### src/rtl/bir_pkg.sv
package bir_pkg;

    localparam int unsigned LINES_DEF  = 16;
    localparam int unsigned DATA_W_DEF = 32;
    localparam int unsigned ADDR_W_DEF = 20;
    localparam int unsigned GP_COUNT   = 10;

    // Lines whose bit is clear here can never be enabled or flagged.
    localparam logic [31:0] LINE_FILTER = 32'h000F_EEFF;

    // General words take indexes 0..GP_COUNT-1 so the index feeds the bank directly.
    typedef enum logic [3:0] {
        SEL_LAMP_A   = 4'd0,
        SEL_LAMP_B   = 4'd1,
        SEL_LAMP_CTL = 4'd2,
        SEL_SWITCH   = 4'd3,
        SEL_CTL_A    = 4'd4,
        SEL_CTL_B    = 4'd5,
        SEL_CTL_C    = 4'd6,
        SEL_CTL_RD   = 4'd7,
        SEL_SLOT_A   = 4'd8,
        SEL_SLOT_B   = 4'd9,
        SEL_IRQ_EN   = 4'd10,
        SEL_IRQ_STAT = 4'd11,
        SEL_NONE     = 4'd12
    } reg_sel_e;

    function automatic reg_sel_e decode_offset(input logic [31:0] off);
        case (off)
            32'h10:  return SEL_LAMP_A;
            32'h14:  return SEL_LAMP_B;
            32'h40:  return SEL_LAMP_CTL;
            32'h60:  return SEL_SWITCH;
            32'h80:  return SEL_CTL_A;
            32'h84:  return SEL_CTL_B;
            32'h88:  return SEL_CTL_C;
            32'h90:  return SEL_CTL_RD;
            32'hC0:  return SEL_IRQ_EN;
            32'hD0:  return SEL_IRQ_STAT;
            32'hE0:  return SEL_SLOT_A;
            32'hE4:  return SEL_SLOT_B;
            default: return SEL_NONE;
        endcase
    endfunction

endpackage

### src/rtl/bir_sync.sv
module bir_sync #(
    parameter int unsigned W = 16
) (
    input  logic         clk,
    input  logic         rst_n,
    input  logic [W-1:0] async_i,
    output logic [W-1:0] sync_o
);
    typedef struct packed {
        logic [W-1:0] s1;
        logic [W-1:0] s2;
    } sync_t;

    sync_t st_d, st_q;

    always_comb begin
        st_d    = st_q;
        st_d.s1 = async_i;
        st_d.s2 = st_q.s1;
    end

    always_ff @(posedge clk or negedge rst_n) begin
        if (!rst_n) st_q <= '0;
        else        st_q <= st_d;
    end

    assign sync_o = st_q.s2;

endmodule

### src/rtl/bir_event.sv
module bir_event
    import bir_pkg::*;
#(
    parameter int unsigned W = 16
) (
    input  logic         clk,
    input  logic         rst_n,
    input  logic [W-1:0] sync_i,
    input  logic [W-1:0] mask_i,
    output logic [W-1:0] level_o,
    output logic         hit_o,
    output logic [W-1:0] onehot_o,
    output logic         hit_level_o
);
    logic [W-1:0] level_d, level_q;
    logic [W-1:0] armed;

    always_comb begin
        level_d     = sync_i;
        armed       = (sync_i ^ level_q) & mask_i;
        hit_o       = |armed;
        onehot_o    = '0;
        hit_level_o = 1'b0;
        // Scan downward so the lowest armed line is the one that remains.
        for (int i = W - 1; i >= 0; i--) begin
            if (armed[i]) begin
                onehot_o    = '0;
                onehot_o[i] = 1'b1;
                hit_level_o = sync_i[i];
            end
        end
    end

    always_ff @(posedge clk or negedge rst_n) begin
        if (!rst_n) level_q <= '0;
        else        level_q <= level_d;
    end

    assign level_o = level_q;


    filtered_line_chk: assert property (@(posedge clk) disable iff (!rst_n)
        hit_o |-> ((onehot_o & W'(LINE_FILTER)) != '0));

endmodule

### src/rtl/bir_gpregs.sv
module bir_gpregs #(
    parameter int unsigned N  = 10,
    parameter int unsigned DW = 32,
    localparam int unsigned IW = $clog2(N)
) (
    input  logic          clk,
    input  logic          rst_n,
    input  logic          wr_en,
    input  logic [IW-1:0] wr_idx,
    input  logic [DW-1:0] wr_data,
    input  logic [IW-1:0] rd_idx,
    output logic [DW-1:0] rd_val
);
    logic [DW-1:0] regs_d [N];
    logic [DW-1:0] regs_q [N];

    for (genvar g = 0; g < N; g++) begin : g_word
        assign regs_d[g] = (wr_en && wr_idx == IW'(g)) ? wr_data : regs_q[g];

        always_ff @(posedge clk or negedge rst_n) begin
            if (!rst_n) regs_q[g] <= '0;
            else        regs_q[g] <= regs_d[g];
        end
    end

    always_comb begin
        rd_val = '0;
        for (int i = 0; i < N; i++) begin
            if (rd_idx == IW'(i)) rd_val = regs_q[i];
        end
    end

endmodule

### src/rtl/board_irq_regfile.sv
module board_irq_regfile
    import bir_pkg::*;
#(
    parameter int unsigned NUM_LINES = LINES_DEF,
    parameter int unsigned DATA_W    = DATA_W_DEF,
    parameter int unsigned ADDR_W    = ADDR_W_DEF
) (
    input  logic                 clk,
    input  logic                 rst_n,
    input  logic [NUM_LINES-1:0] irq_in,
    input  logic                 wr_en,
    input  logic                 rd_en,
    input  logic [ADDR_W-1:0]    addr,
    input  logic [DATA_W-1:0]    wr_data,
    output logic [DATA_W-1:0]    rd_data,
    output logic                 err,
    output logic                 irq_out,
    output logic [NUM_LINES-1:0] level_o
);
    localparam int unsigned      IW     = $clog2(GP_COUNT);
    localparam logic [DATA_W-1:0] FILTER = DATA_W'(LINE_FILTER);

    typedef struct packed {
        logic [DATA_W-1:0] mask;
        logic [DATA_W-1:0] stat;
        logic              parent;
        logic [DATA_W-1:0] rdata;
        logic              err;
    } state_t;

    state_t st_d, st_q;

    logic [NUM_LINES-1:0] sync_lines;
    logic                 hit;
    logic [NUM_LINES-1:0] hit_onehot;
    logic                 hit_level;
    reg_sel_e             sel;
    logic                 gp_wr;
    logic [IW-1:0]        gp_idx;
    logic [DATA_W-1:0]    gp_val;
    logic [DATA_W-1:0]    rd_mux;

    bir_sync #(.W(NUM_LINES)) u_sync (
        .clk     (clk),
        .rst_n   (rst_n),
        .async_i (irq_in),
        .sync_o  (sync_lines)
    );

    bir_event #(.W(NUM_LINES)) u_event (
        .clk         (clk),
        .rst_n       (rst_n),
        .sync_i      (sync_lines),
        .mask_i      (st_q.mask[NUM_LINES-1:0]),
        .level_o     (level_o),
        .hit_o       (hit),
        .onehot_o    (hit_onehot),
        .hit_level_o (hit_level)
    );

    assign sel    = decode_offset(32'(addr));
    assign gp_idx = IW'(sel);
    assign gp_wr  = wr_en && (sel < SEL_IRQ_EN);

    bir_gpregs #(.N(GP_COUNT), .DW(DATA_W)) u_gp (
        .clk     (clk),
        .rst_n   (rst_n),
        .wr_en   (gp_wr),
        .wr_idx  (gp_idx),
        .wr_data (wr_data),
        .rd_idx  (gp_idx),
        .rd_val  (gp_val)
    );

    always_comb begin
        case (sel)
            SEL_IRQ_EN:   rd_mux = st_q.mask;
            SEL_IRQ_STAT: rd_mux = st_q.stat;
            SEL_NONE:     rd_mux = '0;
            default:      rd_mux = gp_val;
        endcase
    end

    always_comb begin
        st_d     = st_q;
        st_d.err = (rd_en || wr_en) && (sel == SEL_NONE);
        if (rd_en) st_d.rdata = rd_mux;
        if (wr_en && sel == SEL_IRQ_EN)   st_d.mask = wr_data & FILTER;
        if (wr_en && sel == SEL_IRQ_STAT) st_d.stat = wr_data & FILTER;
        // A line event takes precedence over a software status write.
        if (hit) begin
            st_d.stat   = DATA_W'(hit_onehot);
            st_d.parent = hit_level;
        end
    end

    always_ff @(posedge clk or negedge rst_n) begin
        if (!rst_n) st_q <= '0;
        else        st_q <= st_d;
    end

    assign rd_data = st_q.rdata;
    assign err     = st_q.err;
    assign irq_out = st_q.parent;


    err_needs_access_chk: assert property (@(posedge clk) disable iff (!rst_n)
        err |-> $past(rd_en || wr_en));


    rdata_hold_chk: assert property (@(posedge clk) disable iff (!rst_n)
        !$past(rd_en) |-> $stable(rd_data));


    parent_needs_event_chk: assert property (@(posedge clk) disable iff (!rst_n)
        !$stable(irq_out) |-> $past(hit));


    stat_onehot_chk: assert property (@(posedge clk) disable iff (!rst_n)
        $past(hit) |-> ($countones(st_q.stat) == 1));

endmodule

### config.mk
export PLATFORM = sky130hd
export DESIGN_NAME = board_irq_regfile
export DESIGN_NICKNAME = d
export VERILOG_FILES = /design/src/rtl/bir_pkg.sv /design/src/rtl/bir_sync.sv /design/src/rtl/bir_event.sv /design/src/rtl/bir_gpregs.sv /design/src/rtl/board_irq_regfile.sv
export SDC_FILE = /design/constraint.sdc
export NUM_CORES = 1
export LEC_CHECK = 0
export BUFFER_PORTS_ARGS = -buffer_cell sky130_fd_sc_hd__buf_2
export CAP_MARGIN = 5
export CORE_MARGIN = 2
export CORE_UTILIZATION = 57
export CTS_BUF_LIST = sky130_fd_sc_hd__clkbuf_8
export DETAILED_ROUTE_END_ITERATION = 10
export PLACE_DENSITY = 0.76
export SLEW_MARGIN = 20
export SYNTH_ARGS = -nofsm -noshare
export SYNTH_HDL_FRONTEND = slang
export SYNTH_SLANG_ARGS = --single-unit
### constraint.sdc
create_clock -name clk -period 2.3 [get_ports clk]
set_input_delay 0.46 -clock clk [delete_from_list [all_inputs] [get_ports clk]]
set_output_delay 0.46 -clock clk [all_outputs]
set_load 0.01 [all_outputs]
==> results of run 1 <==
-- synthesized netlist by cell type, drive strengths merged, types with 8 or more instances --
library cell and n:
a2111oi 8, a211oi 10, a21oi 36, a221o 23
a221oi 18, a22oi 26, a31oi 18, and3 13
buf 94, clkbuf 67, dfrtp 438, inv 10
mux2 346, mux2i 45, nand2 66, nand2b 21
nand3 35, nand4 8, nor2 36, nor3 15
nor4 10, o2111ai 18, o211ai 21, o21ai 33
o22ai 18, o2bb2ai 20, o31a 8, xor2 15
-- cell families (layout without fill, tap and decap cells) --
family	count (synthesis)	after routing
flip-flops	438	438
XOR/XNOR	15	15
other	0	1
AO/OA/AOI/OAI	293	293
buffers and inverters	171	486
multiplexers	391	391
AND/OR/NAND/NOR	243	243
-- final timing paths --
| kind | start | to | slack, ns | cells after the start |
|---|---|---|---|---|
| setup / recovery | addr[17] | u_gp.regs_q[156] | 0.03 | 11 |
| hold / removal | wr_data[12] | u_gp.regs_q[236] | 0.18 | 2 |
| setup reg to reg | u_sync.sync_o[2] | st_q[48] | 0.04 | 8 |
| hold reg to reg | u_sync.sync_o[12] | u_event.level_o[12] | 0.34 | 0 |
| max in group asynchronous | rst_n | st_q[82] | 1.20 | 3 |
| min in group asynchronous | rst_n | rd_data[2] | 0.34 | 2 |
-- state kept, by name, summed over array words and instances, names as in the netlist --
name / cells
rd_data: 32
u_sync.sync_o: 16
st_q: 36
irq_out: 1
u_gp.regs_q: 320
u_sync.st_d: 16
u_event.level_o: 16
err: 1
-- stage by stage --
step                hold slack (ns)  setup TNS (ns)
floorplan                     0.164         -105.68
global placement              0.332         -203.49
detailed placement            0.335         -209.48
CTS                           0.165         -0.0928
global route                  0.188          -0.478
finish                        0.182               0
-- metal layers --
metal | wire length (µm) | global-route usage | vias up
met2 | 26700 | 0.496 | 630
li1 | - | - | 6270
met3 | 4480 | 0.0696 | 130
met4 | 1720 | 0.129 | 0
met1 | 23400 | 0.423 | 7582
met5 | 0 | 0 | -
-- cell type report --
cell class,count,share of cell area
clock inverters,45,0.00965
multi-input cells,942,0.341
inverters,10,0.00155
diodes,1,0.000103
repair buffers,342,0.121
well taps,455,0.0235
flip-flops and latches,438,0.452
clock buffers,89,0.0505
-- power by group through the flow --
stage | Combinational (mW) | Clock [mW] | Sequential, mW
after floorplan | 0.172 | 0 | 7.93
after global placement | 0.562 | 0 | 7.93
after detailed placement | 0.575 | 0 | 7.93
after CTS | 0.603 | 6.91 | 7.79
after global routing | 0.670 | 7.29 | 7.79
final | 0.606 | 6.83 | 7.79
-- timing repair --
| action | CTS | global route |
|---|---|---|
| endpoints found under the hold margin | 52 | 0 |
| gates cloned | 0 | 2 |
| pin swaps | 4 | 11 |
| hold buffers | 17 | 0 |
| setup endpoints to repair | 43 | 137 |
| gates resized for setup | 16 | 37 |
| buffers inserted | 1 | 14 |
-- worst reg2reg max path: cells and delay by family, from the launching register on --
kind	cells	cell delay (ns)
XOR/XNOR	1	0.18
AO/OA/AOI/OAI	3	0.65
flip-flops	1	0.41
AND/OR/NAND/NOR	3	0.71
buffers and inverters	1	0.20
==> results.cfg, run 1 <==
[finish]
multi_input_area_um2 = 8270
final_common_cell = dfrtp_1
fill_cells = 2347
drive_gt1_frac = 0.428
final_area_um2 = 24200
finish.utilization = 0.705
area_growth_pct = 22.6
layout_common_cells = dfrtp_1, mux2_2, buf_4
layout.cells.non_filler = 2322
regArea_um2 = 11000
fin_nets = 1880

[global_route]
overflow = 0
grt_usage = 0.314
antenna_found_initial = 0
grt_pass1_wl_um = 86500
grt_max_degree = 68
grt_pass1_vias = 15300

[setup_path]
cp.required_ns = 2.79
crit_arrival_ns = 2.77
crit_chain = buf_2, nor4_4, buf_4, buf_4, nand3_2, buf_4, or4_4, nor2_4, buf_4, buf_12, mux2_2
worstSetupPathType = in2reg
slowest_stage = or4_4
cp-start-kind = primary input
path_delay_family = simple AND/OR/NAND/NOR gates
path_buf_inv = 6
worst-path-max-fanout = 9
end_kind = flop
cpMostUsedCell = buf_4
critPathMaxStageDelay_ns = 0.55

[logic_synthesis]
syn_nets = 1623
syn_area_um2 = 19800
synth_warnings = 0
ys_async_sr_fraction = 1.00
syn_area_per_cell_um2 = 12.8
synth_ff_type = dfrtp_1
synth_xor_area_frac = 0.00664
ys_seq_elements = 438
synthCells = 1551
synth_enable_flop_cells = 0
ys_types = 64
synth_top_area_frac = 0.554
synth_area_leaders = dfrtp_1, mux2_2, mux2i_1
synth_top_family_by_area = multiplexers
synth_top_area_cell = dfrtp_1
synthMuxAreaShare = 0.220
synth_compound_area_frac = 0.110
synth-simple-area-share = 0.0665
seq_area_frac_synth = 0.554
synth_adder_area_share = 0

[power_and_ir_drop]
net-switching-power_mw = 3.64
clkPwrFrac = 0.449
combPwrFrac = 0.040
peakVddDrop_v = 0.000519
power_density_nw_per_um2 = 628
leakage_nw = 11.8
sw_frac_of_total = 0.239
power.total_mw = 15.2
pwr-share-seq = 0.512
internal_power_mw = 11.6

[timing]
setup_viol = 0
worst_pin_slew_ns = 0.592
rsz0062_at_grt = yes
slew_violations = 0
post-route-min-period_ns = 2.27
setup_ws_ns = 0.0258
hold_viol_final = 0
skew_ns = 0.0451
timing.slew.headroom = 0.603
finalCritPeriodShare = 0.989
max_freq_mhz = 440

[die]
io_pins = 122
num_rows = 68
die_x_um = 190
die_area_um2 = 36200
die_h_um = 190
core_area_um2 = 34400
initial_utilization = 0.575

[outcome]
status = complete, no violations

[detailed_routing]
drtPass1Iterations = 5
drtAntennaViolNets = 0
drt_iter0_markers = 1126
finalWirelength_um = 56300
routedWlPerCell_um = 24.2
vias = 14600
viasPerCell = 6.29
drc_errors = 0

[placement]
dp_hpwl_um = 36100
placedCellCount = 2153
placedInstanceArea_um2 = 22200
io_buffers = 121
routabilityCongestion = 0.880
place_ws_ns = -0.812

[job]
max_cap_viol_count = 0

[clock_network]
cts_sinks = 438
cts_htree_levels = 3
tritoncts = built
root_buffer = clkbuf_8
numCtsBuffers = 74
clk_pin_slew_ns = 0.06
insertion_delay_ns = 0.65
max-clock-path-buffers = 3

[worst_hold_path]
hold_class = in2reg
No activity file was read; power rests on OpenSTA's default activity.
==> run 2: changes to the inputs <==
--- a/config.mk
+++ b/config.mk
@@ -5,14 +5,14 @@
 export SDC_FILE = /design/constraint.sdc
 export NUM_CORES = 1
 export LEC_CHECK = 0
+export ABC_AREA = 1
 export BUFFER_PORTS_ARGS = -buffer_cell sky130_fd_sc_hd__buf_2
 export CAP_MARGIN = 5
 export CORE_MARGIN = 2
 export CORE_UTILIZATION = 57
 export CTS_BUF_LIST = sky130_fd_sc_hd__clkbuf_8
 export DETAILED_ROUTE_END_ITERATION = 10
-export PLACE_DENSITY = 0.76
-export SLEW_MARGIN = 20
+export PLACE_DENSITY = 0.77
 export SYNTH_ARGS = -nofsm -noshare
 export SYNTH_HDL_FRONTEND = slang
 export SYNTH_SLANG_ARGS = --single-unit
==> run 2 against run 1 <==
  * Power shrank 1.4%
  * Critical path depth grew 4
  * Fmax grew 7.0%
  * Via count grew 14%
  * Clock power shrank 2%
  * Sequential share of layout area grew 2.9 points
  * Non-clock buffer count shrank 65
  * Count of clock-buffer cells in the layout shrank 1
  * Critical endpoint is now rd_data[28]
  * Highest routed layer unchanged
==> results.cfg, run 2 <==
[outcome]
status = complete, no violations

[setup_path]
worst-path-max-fanout = 8
slowest_stage = nand4_1
crit_arrival_ns = 2.62
cp.required_ns = 2.80
path_buf_inv = 3
r2r_slack_ns = 0.21
end_kind = flop
cp-start-kind = primary input
crit_chain = buf_2, nor2_1, nand2_2, nor2_4, buf_4, nand4_1, nand4_1, buf_4, nor2_2, nand3_1, nand4_1, nor3_1, nand4_1, nand3_1, nand2_1
critPathMaxStageDelay_ns = 0.24
crit-reg2reg-capture = st_q[47]
path_delay_family = simple AND/OR/NAND/NOR gates
cpMostUsedCell = nand4_1
reg2regPathDepth = 15
worstSetupPathType = in2reg
timing.rr.start = u_sync.sync_o[0]

[placement]
io_buffers = 121
routabilityCongestion = 0.926
dp_hpwl_um = 33900
placedCellCount = 2787

[worst_hold_path]
whs_endpoint = u_gp.regs_q[56]
hold_class = in2reg
worstHoldStart = wr_data[24]
min_path_cells = 3

[detailed_routing]
vias = 16600
routedWlPerCell_um = 17.5
drt_iter0_markers = 1571
drc_errors = 0
viasPerCell = 5.68
drtAntennaViolNets = 0
finalWirelength_um = 51400
drtPass1Iterations = 9

[global_route]
grt_max_degree = 70
grt_pass1_vias = 16700
overflow = 0
antenna_found_initial = 1
grt_pass1_wl_um = 84900
grt_usage = 0.303

[die]
num_rows = 67
io_pins = 122
die_area_um2 = 35000
die_x_um = 187
core_area_um2 = 33300
die_h_um = 187
initial_utilization = 0.574

[finish]
layout.cells.non_filler = 2929
layout_common_cells = nand2_1, dfrtp_1, o21ai_0
largest_reg_flops = 320
drive_gt1_frac = 0.166
final_common_cell = nand2_1
multi_input_area_um2 = 6820
fill_cells = 2609
antenna_cells = 0
regMostFlops = u_gp.regs_q
regArea_um2 = 11000
fin_nets = 2502
area_growth_pct = 19.3

[timing]
finalCritPeriodShare = 0.924
skew_ns = 0.0311
max_freq_mhz = 470
setup_viol = 0
rsz0062_at_grt = no
hold_viol_final = 0
slew_violations = 0
post-route-min-period_ns = 2.13
hold_slack_ns = 0.242
worst_pin_slew_ns = 0.560
timing.slew.headroom = 0.626

[clock_network]
clk_pin_slew_ns = 0.06
root_buffer = clkbuf_8
max-clock-path-buffers = 3
cts_htree_levels = 3
cts_sinks = 438
tritoncts = built
numCtsBuffers = 72
insertion_delay_ns = 0.63

[logic_synthesis]
synthCells = 2232
synth_ff_type = dfrtp_1
syn_area_per_cell_um2 = 8.55
synth_top_area_cell = dfrtp_1
syn_area_um2 = 19100
synth_common_cells = nand2_1, dfrtp_1, o21ai_0
synth_top_area_frac = 0.574
ys_async_sr_fraction = 1.00
synth_warnings = 0
ys_seq_elements = 438
synth_enable_flop_cells = 0
seq_area_frac_synth = 0.574
synth_area_leaders = dfrtp_1, nand2_1, o21ai_0
yosysMostFrequentCell = nand2_1
ys_types = 38
syn_nets = 2304

[power_and_ir_drop]
combPwrFrac = 0.034
power_density_nw_per_um2 = 659
internal_power_mw = 11.5
peakVddDrop_v = 0.000499
net-switching-power_mw = 3.53
power.total_mw = 15.0
leakage_nw = 11.0
sw_frac_of_total = 0.235
pwr-share-seq = 0.518
clkPwrFrac = 0.447

[job]
max_cap_viol_count = 0
## run 2: timing repair
item,4_1_cts,5_1_grt
setup buffers,0,0
resized for setup,0,5
setup endpoints to repair,0,15
hold endpoints to repair,53,0
hold buffers,17,0
## run 2: layout make-up
class                   instances  share of cell area
inverters                     175              0.0288
clock buffers                  88              0.0532
flip-flops and latches        438               0.481
well taps                     448              0.0246
repair buffers                277               0.103
clock inverters                37             0.00934
multi-input cells            1466               0.299
## run 2: cell families after synthesis
group | after synthesis | synth area share
buffers and inverters | 328 | 0.0723
XOR/XNOR | 1 | 0.000459
AO/OA/AOI/OAI | 497 | 0.138
AND/OR/NAND/NOR | 968 | 0.215
flip-flops | 438 | 0.574
## run 2: worst max path at each step
stage                           from          endpoint  slack [ns]  cells after the start
floorplan                   addr[19]  u_gp.regs_q[237]        0.06                     11
global route        u_sync.sync_o[1]          st_q[39]        0.03                     14
global placement            addr[15]       rd_data[27]       -0.32                     20
CTS                 u_sync.sync_o[1]          st_q[39]        0.13                     14
detailed placement           addr[1]       rd_data[20]       -0.41                     15
finish                       addr[1]       rd_data[28]        0.17                     15
## run 2: worst register-to-register path, cell delays in order (launching register included)
cell and delay (ns):
dfrtp_1 0.42, nand2_1 0.09, nand2_1 0.05, nor2_1 0.19, nor2_2 0.09, nand2_1 0.08
inv_1 0.06, nand2_1 0.06, inv_1 0.06, nand2_1 0.15, nor2_2 0.07, buf_4 0.15
inv_1 0.14, nor2_1 0.06, o21ai_0 0.21, o21ai_0 0.11
## run 2: power groups by stage
stage / clock network [mW] / logic (mW) / registers (mW)
floorplan: 0 / 0.125 / 7.92
global placement: 0 / 0.488 / 7.92
detailed placement: 0 / 0.497 / 7.92
CTS: 6.80 / 0.522 / 7.78
global route: 7.17 / 0.576 / 7.78
finish: 6.72 / 0.515 / 7.78
## run 2: per-layer routing
layer	GRT usage	wire (µm)
met2	0.489	24200
met5	0	0
met4	0.136	1920
met3	0.0623	3650
met1	0.398	21600
## run 2: stage by stage
| stage | setup TNS [ns] | setup slack, ns | utilization | cell area, µm² |
|---|---|---|---|---|
| 5_1_grt | 0 | 0.0288 | 0.684 | 22800 |
| 6_report | 0 | 0.174 | 0.684 | 22800 |
| 2_1_floorplan | 0 | 0.0643 | - | 19100 |
| 4_1_cts | 0 | 0.134 | 0.684 | 22800 |
| 3_3_place_gp | -22.91 | -0.320 | 0.636 | 21200 |
| 3_5_place_dp | -30.13 | -0.411 | 0.636 | 21200 |
==> run 3: changes to the inputs <==
--- a/config.mk
+++ b/config.mk
@@ -13,6 +13,8 @@
 export CTS_BUF_LIST = sky130_fd_sc_hd__clkbuf_8
 export DETAILED_ROUTE_END_ITERATION = 10
 export PLACE_DENSITY = 0.77
+export RECOVER_POWER = 50
 export SYNTH_ARGS = -nofsm -noshare
 export SYNTH_HDL_FRONTEND = slang
 export SYNTH_SLANG_ARGS = --single-unit
+export TNS_END_PERCENT = 10
==> run 3 against run 2 <==
  * Final cell count did not move
  * Die area did not move
  * Non-clock buffer count did not move
  * Highest routed layer unchanged
  * Worst setup slack got worse by 0.011 ns
  * Largest power group unchanged
  * First-iteration DRC count rose by 0.83%
  * Clock skew fell by 0.0015 ns
  * Fmax fell by 0.50%
  * Count of clock-buffer cells in the layout did not move
  * Register-to-register slack barely moved
  * Flip-flop and latch count did not move
  * Hold slack barely moved
==> results.cfg, run 3 (synthesis gave the netlist of run 2 again) <==
[placement]
routabilityCongestion = 0.926
dp_hpwl_um = 33900
io_buffers = 121
place_ws_ns = -0.411

[setup_path]
worst-path-max-fanout = 8
cp-start-kind = primary input
end_kind = flop
worstSetupPathType = in2reg
r2r_slack_ns = 0.21
cp.required_ns = 2.80
crit_arrival_ns = 2.63

[timing]
post-route-min-period_ns = 2.14
hold_viol_final = 0
finalCritPeriodShare = 0.929
max_freq_mhz = 468
rsz0062_at_grt = no
setup_viol = 0
timing.slew.headroom = 0.0445
skew_ns = 0.0296
setup_ws_ns = 0.163
worst_pin_slew_ns = 1.43
slew_violations = 0

[worst_hold_path]
hold_class = in2reg

[finish]
layout_common_cells = nand2_1, dfrtp_1, o21ai_0
regArea_um2 = 11000
largest_reg_flops = 320
drive_gt1_frac = 0.166
area_growth_pct = 19.0
antenna_cells = 0
fin_nets = 2502
fill_cells = 2616
multi_input_area_um2 = 6820
final_common_cell = nand2_1
regMostFlops = u_gp.regs_q

[clock_network]
insertion_delay_ns = 0.63
tritoncts = built
cts_sinks = 438
clk_pin_slew_ns = 0.06
cts_htree_levels = 3
root_buffer = clkbuf_8
max-clock-path-buffers = 3
numCtsBuffers = 72

[detailed_routing]
viasPerCell = 5.72
drtAntennaViolNets = 0
drtPass1Iterations = 8
drc_errors = 0
drt_iter0_markers = 1584
finalWirelength_um = 51300
vias = 16700
routedWlPerCell_um = 17.5

[global_route]
met1_usage = 0.398
grt_pass1_vias = 16700
grtUsageMet3 = 0.0623
overflow = 0
grt-busiest-layer = met2
grt_pass1_wl_um = 84900
antenna_found_initial = 1
grt.met2_usage = 0.489
grt_max_degree = 70
grt_usage = 0.303

[die]
die_area_um2 = 35000
die_h_um = 187
die_x_um = 187
initial_utilization = 0.574
io_pins = 122
num_rows = 67
core_area_um2 = 33300

[power_and_ir_drop]
net-switching-power_mw = 3.53
clkPwrFrac = 0.448
peakVddDrop_v = 0.000499
sw_frac_of_total = 0.235
power_density_nw_per_um2 = 661
internal_power_mw = 11.5
power.total_mw = 15.0
pwr-share-seq = 0.518
combPwrFrac = 0.034
leakage_nw = 11.0

[outcome]
status = complete, no violations

[job]
max_cap_viol_count = 0
## run 3: cell count changes in the layout (fill, tap and decap cells not counted)
cell / before / now
buf_4: 97 / 91
clkbuf_2: 0 / 4
buf_12: 42 / 39
buf_6: 0 / 3
clkbuf_4: 0 / 2
buf_2: 120 / 121
buf_8: 1 / 0
## run 3: through the flow
stage                     hold WS (ns)  utilization  std cells  instance area [µm²]  TNS [ns]
after floorplan                  0.164            -       2232                19100         0
after global routing             0.235        0.683       2929                22700         0
after global placement           0.331        0.636       2787                21200    -22.91
after CTS                        0.214        0.684       2929                22800         0
final                            0.242        0.683       2929                22700         0
after detailed placement         0.335        0.636       2787                21200    -30.13
## run 3: final cells by class
type / count / share of cell area
flip-flops and latches: 438 / 0.482
clock inverters: 37 / 0.00936
well taps: 448 / 0.0247
repair buffers: 277 / 0.102
clock buffers: 88 / 0.0533
multi-input cells: 1466 / 0.300
inverters: 175 / 0.0289
## run 3: metal layers
metal	up-vias	wire length, µm	share of wire
li1	7700	-	-
met1	8196	21300	0.42
met2	707	24200	0.47
met3	146	3870	0.075
met4	0	1880	0.037
met5	-	0	0
## run 3: path summary, 6_finish.rpt
path	start	to	cells after the start
worst max register to register	u_sync.sync_o[0]	st_q[47]	15
worst min-delay path	wr_data[24]	u_gp.regs_q[56]	3
worst min register to register	u_sync.st_d[2]	u_sync.sync_o[2]	0
max in group asynchronous	rst_n	st_q[83]	3
worst max-delay path	addr[1]	rd_data[28]	15
min in group asynchronous	rst_n	err	2
## run 3: what timing repair did
| item | in CTS | in global routing |
|---|---|---|
| hold buffers | 17 | 0 |
| setup buffers | 0 | 0 |
| endpoints found under the setup margin | 0 | 15 |
| hold endpoints to repair | 53 | 0 |
| gates resized for setup | 0 | 5 |
## run 3: worst max-delay path: stages
cell,delay (ns)
buf_2,0.10
nor2_1,0.18
nand2_2,0.11
nor2_4,0.12
buf_4,0.15
nand4_1,0.22
nand4_1,0.25
buf_4,0.18
nor2_2,0.09
nand3_1,0.11
nand4_1,0.13
nor3_1,0.24
nand4_1,0.14
nand3_1,0.09
nand2_1,0.05
## run 3: power by group through the flow
stage          Clock, mW  Sequential, mW  Combinational [mW]
2_1_floorplan          0            7.92               0.125
3_3_place_gp           0            7.92               0.488
3_5_place_dp           0            7.92               0.497
4_1_cts             6.80            7.78               0.522
5_1_grt             7.17            7.78               0.566
6_report            6.73            7.78               0.505
